<file path="config.mk">
export PLATFORM = sky130hd
export DESIGN_NAME = sram_ctl
export DESIGN_NICKNAME = d
export VERILOG_FILES = /design/src/rtl/sram_ctl_pkg.sv /design/src/rtl/sram_ctl_seq.sv /design/src/rtl/sram_ctl_pins.sv /design/src/rtl/sram_ctl_rdcap.sv /design/src/rtl/sram_ctl.sv
export SDC_FILE = /design/constraint.sdc
export NUM_CORES = 1
export LEC_CHECK = 0
export BUFFER_PORTS_ARGS = -buffer_cell sky130_fd_sc_hd__buf_2
export CORE_AREA = 2 2 81 83
export DETAILED_ROUTE_END_ITERATION = 7
export DIE_AREA = 0 0 83 85
export PLACE_DENSITY = 0.85
export SKIP_LAST_GASP = 1
export SYNTH_ARGS = -nofsm -noshare
export SYNTH_HDL_FRONTEND = slang
export SYNTH_SLANG_ARGS = --single-unit
export TNS_END_PERCENT = 50
</file>
<file path="constraint.sdc">
create_clock -name clk -period 1.45 [get_ports clk]
set_input_delay 0.29 -clock clk [delete_from_list [all_inputs] [get_ports clk]]
set_output_delay 0.29 -clock clk [all_outputs]
set_load 0.1 [all_outputs]
</file>
<file path="src/rtl/sram_ctl_pkg.sv">
// Shared types for the asynchronous static RAM controller.
// Assumes: one access in flight at a time.
package sram_ctl_pkg;

    // Sequencer phase: idle, read access, write setup, write-enable pulse.
    typedef enum logic [1:0] {
        ST_IDLE   = 2'd0,
        ST_READ   = 2'd1,
        ST_WSETUP = 2'd2,
        ST_WPULSE = 2'd3
    } ctl_state_t;

endpackage

</file>
<file path="src/rtl/sram_ctl_seq.sv">
// Access sequencer: accepts requests, walks the read or write phases with
// cycle counters, holds the turnaround window after a read, issues ack.
// Assumes: req is held with stable fields until ack; RD_CYC, WP_CYC >= 1.
module sram_ctl_seq
    import sram_ctl_pkg::*;
#(
    parameter int AW     = 18,
    parameter int DW     = 16,
    parameter int RD_CYC = 2,
    parameter int WP_CYC = 1,
    parameter int TA_CYC = 1
) (
    input  logic             clk,
    input  logic             rst_n,
    input  logic             req,
    input  logic             we,
    input  logic [AW-1:0]    addr,
    input  logic [DW-1:0]    wdata,
    input  logic [DW/8-1:0]  be,
    output logic             ack,
    output logic             cap,
    output logic             zero_rd,
    output ctl_state_t       st_d,
    output logic [AW-1:0]    f_addr_d,
    output logic [DW-1:0]    f_wdata_d,
    output logic [DW/8-1:0]  f_be_d,
    output logic [DW/8-1:0]  f_be_q
);

    localparam int LANES   = DW / 8;
    localparam int CNT_MAX = (RD_CYC > WP_CYC) ? RD_CYC : WP_CYC;
    localparam int CW      = $clog2(CNT_MAX + 2);
    localparam int TW      = $clog2(TA_CYC + 2);
    localparam logic [CW-1:0] RD_LAST = CW'(RD_CYC - 1);
    localparam logic [CW-1:0] WP_LAST = CW'(WP_CYC - 1);
    localparam logic [TW-1:0] TA_LOAD = TW'(TA_CYC);

    ctl_state_t          st_q;
    logic [CW-1:0]       cnt_q, cnt_d;
    logic [TW-1:0]       ta_q, ta_d;
    logic                ack_d;
    logic                accept;
    logic [AW-1:0]       f_addr_q;
    logic [DW-1:0]       f_wdata_q;
    logic                empty_mask;

    assign empty_mask = (be == '0);
    // A driving write waits for the turnaround window; reads and empty masks do not.
    assign accept = (st_q == ST_IDLE) && req && (!we || empty_mask || ta_q == '0);

    // Purpose: request fields seen by the pin stage on the next edge.
    assign f_addr_d  = accept ? addr  : f_addr_q;
    assign f_wdata_d = accept ? wdata : f_wdata_q;
    assign f_be_d    = accept ? be    : f_be_q;

    // Purpose: next phase, counter, ack and capture strobes.
    always_comb begin
        st_d    = st_q;
        cnt_d   = cnt_q;
        ack_d   = 1'b0;
        cap     = 1'b0;
        zero_rd = 1'b0;
        case (st_q)
            ST_IDLE: begin
                if (accept) begin
                    if (empty_mask) begin
                        ack_d   = 1'b1;
                        zero_rd = !we;
                    end else if (we) begin
                        st_d = ST_WSETUP;
                    end else begin
                        st_d  = ST_READ;
                        cnt_d = RD_LAST;
                    end
                end
            end
            ST_READ: begin
                if (cnt_q == '0) begin
                    cap   = 1'b1;
                    ack_d = 1'b1;
                    st_d  = ST_IDLE;
                end else begin
                    cnt_d = cnt_q - CW'(1);
                end
            end
            ST_WSETUP: begin
                st_d  = ST_WPULSE;
                cnt_d = WP_LAST;
            end
            ST_WPULSE: begin
                if (cnt_q == '0) begin
                    ack_d = 1'b1;
                    st_d  = ST_IDLE;
                end else begin
                    cnt_d = cnt_q - CW'(1);
                end
            end
            default: st_d = ST_IDLE;
        endcase
    end

    // Purpose: turnaround window opens when a read ends and counts down.
    always_comb begin
        ta_d = ta_q;
        if (cap) begin
            ta_d = TA_LOAD;
        end else if (ta_q != '0) begin
            ta_d = ta_q - TW'(1);
        end
    end

    // Purpose: state, counters, ack and latched request fields.
    always_ff @(posedge clk) begin
        if (!rst_n) begin
            st_q      <= ST_IDLE;
            cnt_q     <= '0;
            ta_q      <= '0;
            ack       <= 1'b0;
            f_addr_q  <= '0;
            f_wdata_q <= '0;
            f_be_q    <= '0;
        end else begin
            st_q      <= st_d;
            cnt_q     <= cnt_d;
            ta_q      <= ta_d;
            ack       <= ack_d;
            f_addr_q  <= f_addr_d;
            f_wdata_q <= f_wdata_d;
            f_be_q    <= f_be_d;
        end
    end

    if (LANES < 1) begin : g_bad_width
        initial $display("sram_ctl_seq: DW must be at least 8");
    end

endmodule

</file>
<file path="src/rtl/sram_ctl_pins.sv">
// Pin stage: registers every RAM strobe, address and driver from the
// sequencer's next phase, so the pins change only on clock edges.
// Assumes: the address changes only on an accept, when chip select is high.
module sram_ctl_pins
    import sram_ctl_pkg::*;
#(
    parameter int AW = 18,
    parameter int DW = 16
) (
    input  logic             clk,
    input  logic             rst_n,
    input  ctl_state_t       st_d,
    input  logic [AW-1:0]    f_addr_d,
    input  logic [DW-1:0]    f_wdata_d,
    input  logic [DW/8-1:0]  f_be_d,
    output logic [AW-1:0]    sram_addr,
    output logic             sram_cs_n,
    output logic             sram_oe_n,
    output logic             sram_we_n,
    output logic [DW/8-1:0]  sram_bsel_n,
    output logic [DW-1:0]    sram_dq_out,
    output logic             sram_dq_oe
);

    localparam int LANES = DW / 8;

    logic sel_d;
    assign sel_d = (st_d != ST_IDLE);

    // Purpose: shared strobes, address and data driver.
    always_ff @(posedge clk) begin
        if (!rst_n) begin
            sram_addr   <= '0;
            sram_cs_n   <= 1'b1;
            sram_oe_n   <= 1'b1;
            sram_we_n   <= 1'b1;
            sram_dq_out <= '0;
            sram_dq_oe  <= 1'b0;
        end else begin
            sram_addr   <= f_addr_d;
            sram_cs_n   <= !sel_d;
            sram_oe_n   <= !(st_d == ST_READ);
            sram_we_n   <= !(st_d == ST_WPULSE);
            sram_dq_out <= f_wdata_d;
            sram_dq_oe  <= (st_d == ST_WPULSE);
        end
    end

    // Purpose: one active-low select per byte lane, framed by chip select.
    for (genvar l = 0; l < LANES; l++) begin : g_lane
        always_ff @(posedge clk) begin
            if (!rst_n) begin
                sram_bsel_n[l] <= 1'b1;
            end else begin
                sram_bsel_n[l] <= !(sel_d && f_be_d[l]);
            end
        end
    end

endmodule

</file>
<file path="src/rtl/sram_ctl_rdcap.sv">
// Read capture: samples the data pins at the end of the read access,
// zeroes lanes outside the mask, and pulses rvalid.
// Assumes: cap and zero_rd are never high together.
module sram_ctl_rdcap #(
    parameter int DW = 16
) (
    input  logic             clk,
    input  logic             rst_n,
    input  logic             cap,
    input  logic             zero_rd,
    input  logic [DW/8-1:0]  mask,
    input  logic [DW-1:0]    dq_in,
    output logic [DW-1:0]    rdata,
    output logic             rvalid
);

    localparam int LANES = DW / 8;

    // Purpose: valid pulse for both a real and an empty-mask read.
    always_ff @(posedge clk) begin
        if (!rst_n) begin
            rvalid <= 1'b0;
        end else begin
            rvalid <= cap || zero_rd;
        end
    end

    // Purpose: per-lane capture with masking.
    for (genvar l = 0; l < LANES; l++) begin : g_lane
        always_ff @(posedge clk) begin
            if (!rst_n) begin
                rdata[l*8 +: 8] <= '0;
            end else if (cap) begin
                rdata[l*8 +: 8] <= mask[l] ? dq_in[l*8 +: 8] : 8'h00;
            end else if (zero_rd) begin
                rdata[l*8 +: 8] <= 8'h00;
            end
        end
    end

endmodule

</file>
<file path="src/rtl/sram_ctl.sv">
// Top of the asynchronous static RAM controller: sequencer, pin stage and
// read capture. Assumes the data pins are resolved outside this block from
// sram_dq_out / sram_dq_oe, and sram_dq_in carries what the pins show.
module sram_ctl
    import sram_ctl_pkg::*;
#(
    parameter int AW     = 18,
    parameter int DW     = 16,
    parameter int RD_CYC = 2,
    parameter int WP_CYC = 1,
    parameter int TA_CYC = 1
) (
    input  logic             clk,
    input  logic             rst_n,
    input  logic             req,
    input  logic             we,
    input  logic [AW-1:0]    addr,
    input  logic [DW-1:0]    wdata,
    input  logic [DW/8-1:0]  be,
    output logic             ack,
    output logic             rvalid,
    output logic [DW-1:0]    rdata,
    output logic [AW-1:0]    sram_addr,
    output logic             sram_cs_n,
    output logic             sram_oe_n,
    output logic             sram_we_n,
    output logic [DW/8-1:0]  sram_bsel_n,
    output logic [DW-1:0]    sram_dq_out,
    output logic             sram_dq_oe,
    input  logic [DW-1:0]    sram_dq_in
);

    localparam int LANES = DW / 8;

    ctl_state_t          st_d;
    logic                cap, zero_rd;
    logic [AW-1:0]       f_addr_d;
    logic [DW-1:0]       f_wdata_d;
    logic [LANES-1:0]    f_be_d, f_be_q;

    sram_ctl_seq #(
        .AW(AW), .DW(DW), .RD_CYC(RD_CYC), .WP_CYC(WP_CYC), .TA_CYC(TA_CYC)
    ) u_seq (
        .clk(clk), .rst_n(rst_n), .req(req), .we(we), .addr(addr),
        .wdata(wdata), .be(be), .ack(ack), .cap(cap), .zero_rd(zero_rd),
        .st_d(st_d), .f_addr_d(f_addr_d), .f_wdata_d(f_wdata_d),
        .f_be_d(f_be_d), .f_be_q(f_be_q)
    );

    sram_ctl_pins #(.AW(AW), .DW(DW)) u_pins (
        .clk(clk), .rst_n(rst_n), .st_d(st_d), .f_addr_d(f_addr_d),
        .f_wdata_d(f_wdata_d), .f_be_d(f_be_d), .sram_addr(sram_addr),
        .sram_cs_n(sram_cs_n), .sram_oe_n(sram_oe_n), .sram_we_n(sram_we_n),
        .sram_bsel_n(sram_bsel_n), .sram_dq_out(sram_dq_out),
        .sram_dq_oe(sram_dq_oe)
    );

    sram_ctl_rdcap #(.DW(DW)) u_rdcap (
        .clk(clk), .rst_n(rst_n), .cap(cap), .zero_rd(zero_rd),
        .mask(f_be_q), .dq_in(sram_dq_in), .rdata(rdata), .rvalid(rvalid)
    );

endmodule

</file>
* Word level (Yosys, flattened, before mapping)
Cells that the tools add are included.
** Cells by class
- Bitwise logic cells :: 1
- Reduce and logical (&&, ||, !) cells :: 24
- Equal/unequal tests :: 9
- Multiplexer cells :: 26
- $add $sub $neg :: 2
** Operators with widths (count)
- $mux W8 :: 5
- $mux W2 :: 9
- $pmux W2 S3 :: 2
- $mux W1 :: 9
- $logic_not A2 Y1 :: 4
- $reduce_bool A2 Y1 :: 4
- $eq A2 B2 Y1 const B :: 3
- $logic_not A1 Y1 :: 6
- $ne A2 B2 Y1 const B :: 3
- $eq A2 B1 Y1 const B :: 2
- $logic_and A1 B1 Y1 :: 4
- $reduce_and A4 Y1 :: 1
- $reduce_or A2 Y1 :: 2
- $sub A2 B1 Y2 const B :: 2
- $logic_or A1 B1 Y1 :: 3
- $ne A2 B1 Y1 const B :: 1
- $pmux W1 S2 :: 1
- $not A1 Y1 :: 1
** Word-level totals
- Input bits :: 56
- Register bits after elaboration :: 66
- Word-level logic and storage cells :: 79

* Longest topological paths before layout
- Depth after elaboration :: 9
- Mapped depth :: 8
- Mapped depth without buffers :: 6

* Cells and area by module
A second synthesis with hierarchy kept.
** Second synthesis, totals
- Cell total of the unflattened synthesis :: 403
- Area total of the unflattened synthesis :: 4255.3 µm²
** Modules (own cells, without submodules)
- sram_ctl_seq :: cells each 244, area an instance 2428.6 µm², times used 1
- sram_ctl_pins :: cells each 84, area an instance 1083.5 µm², times used 1
- sram_ctl_rdcap :: cells each 75, area an instance 743.2 µm², times used 1

* Worst setup path before layout
OpenSTA, ideal clock, no wires.
- Kind :: register to register
- Start :: register u_seq.ta_q[0]
- End :: register u_seq.f_addr_q[0]
- Data arrival time :: 1463 ps
- Library setup time :: 67 ps
- Path buffers :: 2
- Data required time :: 1383 ps
- Path slack :: -80 ps
- Stages on the path, launching flop included :: 8
- Cells stage by stage :: dfxtp_1 inv_1 ha_1 clkbuf_2 o21ai_2 clkbuf_1 nand2_1 a21boi_2
** On the way
- Cells in the longest elaborated chain, start to end :: 3
** Ends and longest elaborated chain
- start: declaration :: line sram_ctl_seq.sv:40 : logic [TW-1:0] ta_q, ta_d;
- start signal: assignment :: line sram_ctl_seq.sv:125 : ta_q <= ta_d;
- $logic_not A2 Y1 :: line sram_ctl_seq.sv:49 : assign accept = (st_q == ST_IDLE) && req && (!we || empty_mask || ta_q == '0);
- $logic_or A1 B1 Y1 :: line sram_ctl_seq.sv:49
- $logic_and A1 B1 Y1 :: line sram_ctl_seq.sv:49
- end signal: assignment :: line sram_ctl_seq.sv:127 : f_addr_q <= f_addr_d;
- end: declaration :: line sram_ctl_seq.sv:43 : logic [AW-1:0] f_addr_q;
No other way between the ends.
A chain may end at the register's enable or synchronous reset.

* Worst setup path in the final report
- Start :: register u_seq.st_q[0]
- End :: register u_rdcap.rdata[13]
** On the way
- Cells in the longest elaborated chain, start to end :: 6
- Elaborated cells between the ends (all ways) :: 9
- Classes of those cells :: eq/ne: 1; mux: 4; reduce/logical: 4
** Ends and longest elaborated chain
- start: declaration :: line sram_ctl_seq.sv:38 : ctl_state_t st_q;
- start signal: assignment :: line sram_ctl_seq.sv:123 : st_q <= st_d;
- $logic_not A2 Y1 :: line sram_ctl_seq.sv:49, sram_ctl_seq.sv:63
- $logic_and A1 B1 Y1 (2 in a row) :: line sram_ctl_seq.sv:49
- $mux W1 :: line sram_ctl_seq.sv:65 : if (accept) begin
- $mux W1 :: line sram_ctl_seq.sv:63 : case (st_q)
- $reduce_bool A2 Y1 (no line)
- end signal: indexed assignment :: line sram_ctl_rdcap.sv:34 : rdata[l*8 +: 8] <= mask[l] ? dq_in[l*8 +: 8] : 8'h00;
- end: declaration :: line sram_ctl_rdcap.sv:13 : output logic [DW-1:0] rdata,
Several ways; a longest one is shown, not always the timed one.

==> flow_summary.toml <==
[run_status]
outcome = "complete, but fails checks"
violations = "negative setup slack"

[floorplanning]
row_count = 29
dieArea_sq_um = 7055
initial_utilization_pct = 40.43
core_sq_um = 6205
die_h_microns = 85
ioPinCount = 114
dieWidth_microns = 83

[setup_path]
critPathArrivalTime_ns = 1.67
endpoint_kind = "flip-flop"
path_class = "reg2reg"
r2r_cells = 6
crit_required_ns = 1.66
start_kind = "flip-flop"
critical_path.max_fanout = 16

[timing]
max_clock_freq_mhz = 688.5
fin_ws_ns = -0.002456
finalMaxSlewViolations = 0
finalClockSkew_ns = 0.008978
rsz0062_at_grt = "true"
fin_crit_sh_pct = 100.2
finalHoldViolations = 0
relSlewSlack_pct = 66.20
tightest_slew_ns = 0.5105
finalSetupViolCount = 1
layout_min_cycle_time_ns = 1.452

[route]
firstDrtPassIters = 4
drtIter0Drc = 91
routed_wl_microns = 5909
drc_errors = 0
via_per_inst = 4.774
wire_per_inst_microns = 12.71
ant_nets = 0
vias = 2220

[power]
leakage_nw = 1.626
power_w = 0.005849
irDropWorstVdd_mv = 0.8029
p_per_area_nw_per_um2 = 1688

[clock_tree]
clk_latency_ns = 0.33
cts_root_buf = "clkbuf_8"
htreeDepth = 3
cts_buffers = 9
clkTransAtPathRegs_ns = 0.07
cts_tree = "built"
ctsLongestPathBuffers = 2
cts.sinks = 66

[placement]
port_buffers = 113
placed_area_sq_um = 3208
gp_congestion = 0.8461
hpwl_microns = 4355

[yosys]
synth.avg_cell_area_sq_um = 9.838
ys_types = 38
synth-seq-area-share_pct = 52.67
synth_area_sq_um = 2509
synth_seq_cells = 66
syn-instance-count = 255
syn_nets = 313
synth_warnings = 0
ys.flop_type = "dfxtp_1"
synth-edff-count = 0
ys_async_sr_fraction_pct = 0

[global_routing]
overflow = 0
antenna_found_initial = 0
grt_use_total_pct = 16.98
grt_pass1_vias = 2110
grt_start_max_net_pins = 26
grt_pass1_wl_microns = 9666

[layout]
fin_nets = 441
syn_to_final_growth_pct = 38.10
antenna_cells = 0
drive_gt1_share_pct = 47.16
final_area_sq_um = 3465

[hold_path]
hold_class = "in2reg"
hold_depth = 2

[job]
max_cap_viol_count = 0
-- metrics by stage --
step / hold WS [ns] / setup TNS (ns) / util, % / setup slack, ns / instances
after floorplan: 0.4155 / -1.079 / - / -0.05395 / 255
after global placement: 0.4379 / -0.1621 / 51.70 / -0.09426 / 445
after detailed placement: 0.4439 / -1.653 / 51.70 / -0.1063 / 445
after CTS: 0.1566 / 0 / 54.67 / 0.01110 / 461
after global routing: 0.1591 / -0.3867 / 55.84 / -0.04595 / 465
final: 0.1762 / -0.002456 / 55.84 / -0.002456 / 465
-- report_power, final --
group          switching (W)  total (W)  internal [W]
logic                0.00177    0.00241      0.000649
registers           0.000104    0.00213       0.00202
clock network       0.000646    0.00131      0.000661
total                0.00252    0.00585       0.00333
-- placed cells by master (no fill, tap or decap), types with 4 or more instances in the layout --
| cell type | synthesis | layout |
|---|---|---|
| buf_2 | 1 | 113 |
| nand2_1 | 67 | 66 |
| dfxtp_1 | 66 | 65 |
| a21boi_1 | 21 | 21 |
| a22o_1 | 16 | 16 |
| buf_4 | 1 | 16 |
| nand2_2 | 10 | 11 |
| a21boi_2 | 10 | 11 |
| clkbuf_8 | 0 | 10 |
| nor2_1 | 5 | 4 |
| a21boi_0 | 5 | 4 |
-- critical path: stages (launching register included) --
cell and delay [ns]:
dfxtp_4 0.36, nor3b_4 0.24, buf_6 0.14, and3_4 0.19, nor2_4 0.04, buf_12 0.14
a22o_1 0.23
-- cells in the mapped netlist (2+ instances only) --
master,instances,area share [%]
nand2_1,67,10
dfxtp_1,66,53
a21boi_1,21,6.3
a22o_1,16,5.6
a21boi_2,10,4.5
nand2_2,10,2.5
clkbuf_1,8,1.2
a21boi_0,5,1.5
inv_1,5,0.75
nor2_1,5,0.75
buf_6,4,1.8
o21a_1,3,0.90
a21oi_1,2,0.40
and2_1,2,0.50
and3_1,2,0.50
ha_1,2,1.0
mux2i_1,2,0.80
nand3b_1,2,0.60
nor2b_1,2,0.50
o21ai_0,2,0.40
o21ai_2,2,0.70
-- cell families after synthesis --
group / after synthesis / synth area share (%)
simple gates: 99 / 18.65
xor+xnor: 1 / 0.3492
compound gates: 64 / 21.50
flops: 66 / 52.67
buf+inv: 21 / 5.037
mux: 2 / 0.7980
fa+ha+maj: 2 / 0.9973
-- worst paths after layout --
| check | endpoint | slack [ns] | start |
|---|---|---|---|
| setup / recovery | u_rdcap.rdata[13] | -0.002 | u_seq.st_q[0] |
| hold / removal | u_rdcap.rdata[9] | 0.18 | sram_dq_in[9] |
| setup reg to reg | u_rdcap.rdata[13] | -0.002 | u_seq.st_q[0] |
| hold reg to reg | u_seq.f_wdata_q[13] | 0.45 | u_seq.f_wdata_q[13] |
-- registers in the layout, summed over array words and instances (netlist names) --
register,flops
u_seq.f_addr_q,18
u_rdcap.rdata,16
u_seq.f_wdata_q,16
u_pins.sram_bsel_n,2
u_seq.cnt_q,2
u_seq.f_be_q,2
u_seq.st_q,2
u_seq.ta_q,2
u_pins.sram_cs_n,1
u_pins.sram_dq_oe,1
u_pins.sram_oe_n,1
u_pins.sram_we_n,1
u_rdcap.rvalid,1
u_seq.ack,1
-- cell type report --
type	count	area, sq um
timing repair buffer	133	757.0
tap	77	96.34
multi-input combinational	168	1104
clock buffer	13	148.9
inverter	5	18.77
sequential	66	1325
fill	555	2740
clock inverter	3	15.01
-- what timing repair did --
action | in CTS | in global routing
endpoints found under the setup margin | 54 | 20
pin swaps | 0 | 5
buffers inserted | 0 | 4
resized for setup | 7 | 10
hold buffers | 0 | 0
-- routing by layer --
layer / vias up / share of wire (%) / GRT usage, %
met2: 80 / 49 / 28.59
met3: 12 / 5.4 / 4.475
li1: 1111 / - / -
met1: 1017 / 44 / 19.91
met5: - / 0 / 0
met4: 0 / 2.1 / 8.942
(Power assumes the default switching activity.)
